$ cat src/rtl/spi_host_pkg.sv
package spi_host_pkg;
  localparam int CTRL_W = 16;
  localparam logic [CTRL_W-1:0] CTRL_MASK = 16'hCF03;
  localparam int B_EN    = 15;
  localparam int B_IRQEN = 14;
  localparam int B_HOLD  = 11;
  localparam int B_WIDE  = 10;
  localparam int B_DEVLO = 8;
  localparam int DEV_W   = 2;
  localparam logic [DEV_W-1:0] DEV_ATTACHED = 2'd1;

  typedef enum logic {
    ADDR_CTRL = 1'b0,
    ADDR_DATA = 1'b1
  } reg_addr_e;
endpackage

$ cat src/rtl/spi_ctrl_reg.sv
module spi_ctrl_reg
  import spi_host_pkg::*;
(
  input  logic              clk,
  input  logic              rst_n,
  input  logic              wr_en,
  input  logic [CTRL_W-1:0] wdata,
  output logic [CTRL_W-1:0] ctrl_q
);
  logic [CTRL_W-1:0] ctrl_d;

  always_comb begin
    ctrl_d = wdata & CTRL_MASK;
  end

  always_ff @(posedge clk or negedge rst_n) begin
    if (!rst_n) begin
      ctrl_q <= '0;
    end else if (wr_en) begin
      ctrl_q <= ctrl_d;
    end
  end

  // the stored word reflects the masked write
  p_store_masked_r2: assert property (@(posedge clk) disable iff (!rst_n)
    wr_en |=> ctrl_q == ($past(wdata) & CTRL_MASK));

  // without a write, the word holds
  p_store_hold_r2: assert property (@(posedge clk) disable iff (!rst_n)
    !wr_en |=> $stable(ctrl_q));
endmodule

$ cat src/rtl/spi_xfer_dispatch.sv
module spi_xfer_dispatch
  import spi_host_pkg::*;
#(
  parameter int BYTE_W = 8
) (
  input  logic              clk,
  input  logic              rst_n,
  input  logic              data_wr,
  input  logic [BYTE_W-1:0] wbyte,
  input  logic              en,
  input  logic              irq_en,
  input  logic              hold,
  input  logic [DEV_W-1:0]  dev_sel,
  output logic              dev_wr,
  output logic [BYTE_W-1:0] dev_wdata,
  output logic              dev_hold,
  output logic              irq
);
  logic accept, fwd;
  logic wr_d, irq_d;

  always_comb begin
    accept = data_wr & en;
    fwd    = accept & (dev_sel == DEV_ATTACHED);
    wr_d   = fwd;
    irq_d  = accept & irq_en;
  end

  always_ff @(posedge clk or negedge rst_n) begin
    if (!rst_n) begin
      dev_wr <= 1'b0;
      irq    <= 1'b0;
    end else begin
      dev_wr <= wr_d;
      irq    <= irq_d;
    end
  end

  always_ff @(posedge clk or negedge rst_n) begin
    if (!rst_n) begin
      dev_wdata <= '0;
      dev_hold  <= 1'b0;
    end else if (fwd) begin
      dev_wdata <= wbyte;
      dev_hold  <= hold;
    end
  end

  // a disabled host forwards nothing and raises nothing
  p_gate_off_r3: assert property (@(posedge clk) disable iff (!rst_n)
    (data_wr && !en) |=> (!dev_wr && !irq));

  // an unrouted device gets no strobe
  p_no_route_r4: assert property (@(posedge clk) disable iff (!rst_n)
    (data_wr && en && dev_sel != DEV_ATTACHED) |=> !dev_wr);

  // a routed write appears next cycle with its byte
  p_route_byte_r4: assert property (@(posedge clk) disable iff (!rst_n)
    (data_wr && en && dev_sel == DEV_ATTACHED) |=> (dev_wr && dev_wdata == $past(wbyte)));

  // hold flag travels with the byte
  p_hold_r5: assert property (@(posedge clk) disable iff (!rst_n)
    dev_wr |-> dev_hold == $past(hold));

  // interrupt follows an accepted write with irq enabled
  p_irq_r6: assert property (@(posedge clk) disable iff (!rst_n)
    (data_wr && en && irq_en) |=> irq);

  // no interrupt without an accepted write
  p_irq_quiet_r6: assert property (@(posedge clk) disable iff (!rst_n)
    !(data_wr && en && irq_en) |=> !irq);
endmodule

$ cat src/rtl/spi_rd_mux.sv
module spi_rd_mux
  import spi_host_pkg::*;
#(
  parameter int BYTE_W = 8
) (
  input  logic              addr,
  input  logic [CTRL_W-1:0] ctrl,
  input  logic              en,
  input  logic [DEV_W-1:0]  dev_sel,
  input  logic [BYTE_W-1:0] dev_rdata,
  output logic [CTRL_W-1:0] rdata
);
  localparam int PAD_W = CTRL_W - BYTE_W;

  always_comb begin
    rdata = '0;
    if (addr == ADDR_CTRL) begin
      rdata = ctrl;
    end else if (en && dev_sel == DEV_ATTACHED) begin
      rdata = {{PAD_W{1'b0}}, dev_rdata};
    end
  end
endmodule

$ cat src/rtl/spi_host_ctrl.sv
module spi_host_ctrl
  import spi_host_pkg::*;
#(
  parameter int BYTE_W = 8
) (
  input  logic              clk,
  input  logic              rst_n,
  input  logic              bus_wr,
  input  logic              bus_addr,
  input  logic [CTRL_W-1:0] bus_wdata,
  output logic [CTRL_W-1:0] bus_rdata,
  output logic              dev_wr,
  output logic [BYTE_W-1:0] dev_wdata,
  output logic              dev_hold,
  input  logic [BYTE_W-1:0] dev_rdata,
  output logic              irq,
  output logic              wide_req
);
  logic [CTRL_W-1:0] ctrl_q;
  logic              ctrl_wr, data_wr;
  logic              en;
  logic [DEV_W-1:0]  dev_sel;

  always_comb begin
    ctrl_wr  = bus_wr & (bus_addr == ADDR_CTRL);
    data_wr  = bus_wr & (bus_addr == ADDR_DATA);
    en       = ctrl_q[B_EN];
    dev_sel  = ctrl_q[B_DEVLO +: DEV_W];
    wide_req = ctrl_q[B_WIDE];
  end

  spi_ctrl_reg u_ctrl (
    .clk    (clk),
    .rst_n  (rst_n),
    .wr_en  (ctrl_wr),
    .wdata  (bus_wdata),
    .ctrl_q (ctrl_q)
  );

  spi_xfer_dispatch #(.BYTE_W(BYTE_W)) u_disp (
    .clk       (clk),
    .rst_n     (rst_n),
    .data_wr   (data_wr),
    .wbyte     (bus_wdata[BYTE_W-1:0]),
    .en        (en),
    .irq_en    (ctrl_q[B_IRQEN]),
    .hold      (ctrl_q[B_HOLD]),
    .dev_sel   (dev_sel),
    .dev_wr    (dev_wr),
    .dev_wdata (dev_wdata),
    .dev_hold  (dev_hold),
    .irq       (irq)
  );

  spi_rd_mux #(.BYTE_W(BYTE_W)) u_rmux (
    .addr      (bus_addr),
    .ctrl      (ctrl_q),
    .en        (en),
    .dev_sel   (dev_sel),
    .dev_rdata (dev_rdata),
    .rdata     (bus_rdata)
  );

  // disabled data reads are zero
  p_rd_off_r3: assert property (@(posedge clk) disable iff (!rst_n)
    (bus_addr == ADDR_DATA && !ctrl_q[B_EN]) |-> bus_rdata == '0);

  // a wide request never widens the forwarded strobe data
  p_wide_r7: assert property (@(posedge clk) disable iff (!rst_n)
    (data_wr && wide_req && en && dev_sel == DEV_ATTACHED) |=> dev_wdata == $past(bus_wdata[BYTE_W-1:0]));
endmodule

$ cat config.mk
export PLATFORM = sky130hd
export DESIGN_NAME = spi_host_ctrl
export DESIGN_NICKNAME = d
export VERILOG_FILES = /design/src/rtl/spi_host_pkg.sv /design/src/rtl/spi_ctrl_reg.sv /design/src/rtl/spi_xfer_dispatch.sv /design/src/rtl/spi_rd_mux.sv /design/src/rtl/spi_host_ctrl.sv
export SDC_FILE = /design/constraint.sdc
export NUM_CORES = 1
export LEC_CHECK = 0
export BUFFER_PORTS_ARGS = -buffer_cell sky130_fd_sc_hd__buf_4
export CORE_MARGIN = 2
export CORE_UTILIZATION = 45
export DETAILED_ROUTE_END_ITERATION = 8
export PLACE_DENSITY = 0.83
export SYNTH_ARGS = -nofsm -noshare
export SYNTH_HDL_FRONTEND = slang
export SYNTH_SLANG_ARGS = --single-unit
$ cat constraint.sdc
create_clock -name clk -period 2.9 [get_ports clk]
set_clock_uncertainty 0.1 [all_clocks]
set_input_delay 0.58 -clock clk [delete_from_list [all_inputs] [get_ports clk]]
set_output_delay 0.58 -clock clk [all_outputs]
set_load 0.05 [all_outputs]
==> impl_table.tex <==
\begin{tabular}{lr}
\hline
Metric & Value \\
\hline
\multicolumn{2}{l}{\textbf{Status}} \\
Result of the run & completed \\
\multicolumn{2}{l}{\textbf{Floorplanning}} \\
Die width & 48.9 um \\
Starting density of the core & 46.8\% \\
Count of standard-cell rows & 16 \\
Die H & 48.9 um \\
Die area & 0.00239 sq mm \\
Boundary pin count & 56 \\
Placeable core region & 0.00194 sq mm \\
\multicolumn{2}{l}{\textbf{Clock tree}} \\
\# hold bufs at CTS & 0 \\
Root buf cell & sky130\_fd\_sc\_hd\_\_clkbuf\_4 \\
Number of instances resized during post-cts repair & 0 \\
Clock-pin slew reported for the worst setup and hold paths after clock tree synthesis & 0.10 ns \\
Setup fix buffers added after clock tree synthesis & 0 \\
Sink count of the clock tree & 19 \\
Clock latency reported for the late side of the worst-skew pair & 0.30 ns \\
TritonCTS clock tree & done \\
Cts bufs inserted & 3 \\
Maximum clock path buffer count & 2 \\
Total number of H-tree levels & 1 \\
\multicolumn{2}{l}{\textbf{Timing}} \\
Portion of the clock cycle consumed by the worst path in the final layout & 74.3\% \\
Endpoints failing hold & 0 \\
Accumulated negative setup slack & 0 ns \\
Final setup margin & 0.745 ns \\
Final setup violation count & 0 \\
Minimum clock period & 2.15 ns \\
Unrepaired setup endpoints after global routing & no \\
Maximum frequency from static timing analysis & 464 MHz \\
Max Slew Vio Count & 0 \\
\multicolumn{2}{l}{\textbf{Worst setup path}} \\
Data arrival time of the critical path & 1.47 ns \\
Critical-path maximum fanout & 8 \\
Critical path class & flop to primary output \\
WP data required & 2.22 ns \\
Startpoint of the lowest-slack register-to-register path & u\_ctrl.ctrl\_q[15] \\
Endpoint type of the worst setup path & primary output \\
Crit path from & u\_ctrl.ctrl\_q[9] \\
Kind of start point of the critical path & flop \\
\multicolumn{2}{l}{\textbf{Pwr}} \\
Maximum vdd ir drop & 0.706 mV \\
Overall power & 0.00107 W \\
Leakage Power & 0.685 nW \\
Pwr Density & 816 mW/mm\^{}2 \\
\multicolumn{2}{l}{\textbf{Synthesis}} \\
Post-synthesis adder-cell area fraction & 0\% \\
Cell area after technology mapping & 908 sq um \\
Area fraction of the dominant cell type after synthesis & 52.3\% \\
Area share of and/or/nand/nor cells after synthesis & 17.1\% \\
Area leader, netlist & sky130\_fd\_sc\_hd\_\_dfrtp\_1 \\
Post-synthesis share of cell area spent on xor and xnor gates & 0\% \\
Biggest area contributors in the synthesized netlist & sky130\_fd\_sc\_hd\_\_dfrtp\_1 52\%, sky130\_fd\_sc\_hd\_\_mux2\_4 15\%, sky130\_fd\_sc\_hd\_\_mux2\_2 6.2\% \\
Proportion of synthesized chip area in sequential cells & 52.3\% \\
Synth Register Bits & 19 \\
Synthesized area per cell & 13.0 sq um \\
Mapped Cells & 70 \\
Share of the synthesized area in compound gates (AO/OA/AOI/OAI) & 2.75\% \\
Total of warnings raised by yosys & 0 \\
Number of library cell types mapped by synthesis & 18 \\
Multiplexer fraction of the synthesized cell area & 21.1\% \\
Combinational family with the most area after synthesis & multiplexers \\
\multicolumn{2}{l}{\textbf{Finish}} \\
Post-route cell area & 0.00132 sq mm \\
Number of diodes & 0 \\
Final-stage net count & 150 \\
Fraction of final layout cells sized beyond drive strength 1 & 63.6\% \\
Area growth from synthesis to final layout & 45.0\% \\
\multicolumn{2}{l}{\textbf{Drt}} \\
TritonRoute pass-1 iters & 2 \\
Routed wire length & 1920 um \\
Vias per cell & 4.51 \\
Post-route DRC violation count & 0 \\
Count of antenna-violating nets left after detailed routing & 0 \\
Wire length per cell & 12.9 um \\
Vias after detailed routing & 668 \\
DR iter-0 viols & 7 \\
\multicolumn{2}{l}{\textbf{Placed design}} \\
Standard cell area after detailed placement & 0.00129 sq mm \\
Final weighted congestion in routability-driven placement & 0.696 \\
Buffers added on ports & 51 \\
Post-detail-place hpwl & 1430 um \\
Post-Place Worst Slack & 0.793 ns \\
\multicolumn{2}{l}{\textbf{GRT}} \\
Via count of the first global-routing pass & 706 \\
Remaining global-route overflow & 0 \\
Fraction of met3 tracks used by global routing & 2.76\% \\
GRT Total Usage & 18.1\% \\
First-pass GRT wire length & 3260 um \\
Met2 Resource Use GR & 34.2\% \\
Global Route met1 Usage & 20.1\% \\
Layer carrying the most global-route usage & met2 \\
Initial antenna violation count & 0 \\
Largest net degree at the start of global routing & 20 \\
\multicolumn{2}{l}{\textbf{Flow run}} \\
Max capacitance violation total & 0 \\
\multicolumn{2}{l}{\textbf{Worst hold path}} \\
Classification of the worst-slack hold path & input pin to async pin \\
\hline
\end{tabular}
==> metal layers <==
metal  vias up  part of all wire [%]
li1        322                     -
met1       321                    39
met2        20                    56
met3         5                   4.0
met4         0                   1.5
met5         -                     0
==> synthesized netlist by cell type <==
| cell type | instances |
|---|---|
| sky130_fd_sc_hd__buf_4 | 2 |
| sky130_fd_sc_hd__clkbuf_1 | 1 |
| sky130_fd_sc_hd__and2b_1 | 1 |
| sky130_fd_sc_hd__nor2_1 | 2 |
| sky130_fd_sc_hd__dfrtp_1 | 19 |
| sky130_fd_sc_hd__inv_1 | 3 |
| sky130_fd_sc_hd__nand3_4 | 1 |
| sky130_fd_sc_hd__buf_6 | 2 |
| sky130_fd_sc_hd__mux2_2 | 5 |
| sky130_fd_sc_hd__mux2_4 | 9 |
| sky130_fd_sc_hd__nor3b_2 | 1 |
| sky130_fd_sc_hd__o21ai_0 | 5 |
| sky130_fd_sc_hd__conb_1 | 1 |
| sky130_fd_sc_hd__and4b_1 | 1 |
| sky130_fd_sc_hd__buf_2 | 1 |
| sky130_fd_sc_hd__and2b_2 | 5 |
| sky130_fd_sc_hd__nand2_1 | 5 |
| sky130_fd_sc_hd__and2_1 | 6 |
==> critical path: stages, from the launching register on <==
cell	delay, ns
sky130_fd_sc_hd__dfrtp_1	0.42
sky130_fd_sc_hd__and4b_1	0.39
sky130_fd_sc_hd__nand2_1	0.07
sky130_fd_sc_hd__o21ai_0	0.07
sky130_fd_sc_hd__buf_4	0.22
==> worst paths after layout <==
check	endpoint	slack, ns	cells after the start
max in group asynchronous	u_disp.dev_wdata[0]	2.48	1
min in group clk	u_ctrl.ctrl_q[0]	0.39	3
min reg2reg	u_disp.dev_wdata[5]	0.42	1
min	u_disp.dev_wdata[3]	0.03	1
max reg2reg	u_disp.dev_wdata[6]	1.48	4
max	bus_rdata[0]	0.75	4
==> metrics by stage <==
| stage | hold slack, ns | std cells | utilization [%] |
|---|---|---|---|
| 2_1_floorplan | 0.184 | 71 | - |
| 3_3_place_gp | 0.362 | 144 | 66.4 |
| 3_5_place_dp | 0.363 | 144 | 66.4 |
| 4_1_cts | 0.0280 | 148 | 67.8 |
| 5_1_grt | 0.0333 | 148 | 67.8 |
| 6_report | 0.0265 | 148 | 67.8 |
==> cells by family after synthesis <==
logic type,after synthesis
flip-flops,19
AO/OA/AOI/OAI,5
multiplexers,14
buffers and inverters,9
other,1
AND/OR/NAND/NOR,22
==> layout make-up <==
cell class	count	area (sq um)
fill	153	624
timing repair buffer	52	390
inverter	3	11.3
clock buffer	3	22.5
tap	27	33.8
multi-input combinational	43	379
sequential	19	475
clock inverter	1	5.00
==> power by group <==
group / total [W] / switching (W) / internal, W
logic: 0.000560 / 0.000350 / 0.000210
clock network: 0.000133 / 0.0000818 / 0.0000515
registers: 0.000381 / 0.0000430 / 0.000338
total: 0.00107 / 0.000475 / 0.000600
==> sequential cells by signal, summed over array words and instances, names as in the netlist <==
name,count
u_ctrl.ctrl_q,8
u_disp.dev_wdata,8
u_disp.dev_hold,1
u_disp.dev_wr,1
u_disp.irq,1
==> placed cells by master (no fill, tap or decap), drive strengths merged <==
master | netlist | routed
inv | 3 | 3
nand3 | 1 | 1
mux2 | 14 | 14
and4b | 1 | 1
dfrtp | 19 | 19
nand2 | 5 | 5
nor3b | 1 | 1
o21ai | 5 | 5
clkinv | 0 | 1
nor2 | 2 | 2
buf | 5 | 52
and2b | 6 | 6
clkbuf | 1 | 3
and2 | 6 | 6
conb | 1 | 2
No activity file was read; power rests on OpenSTA's default activity.
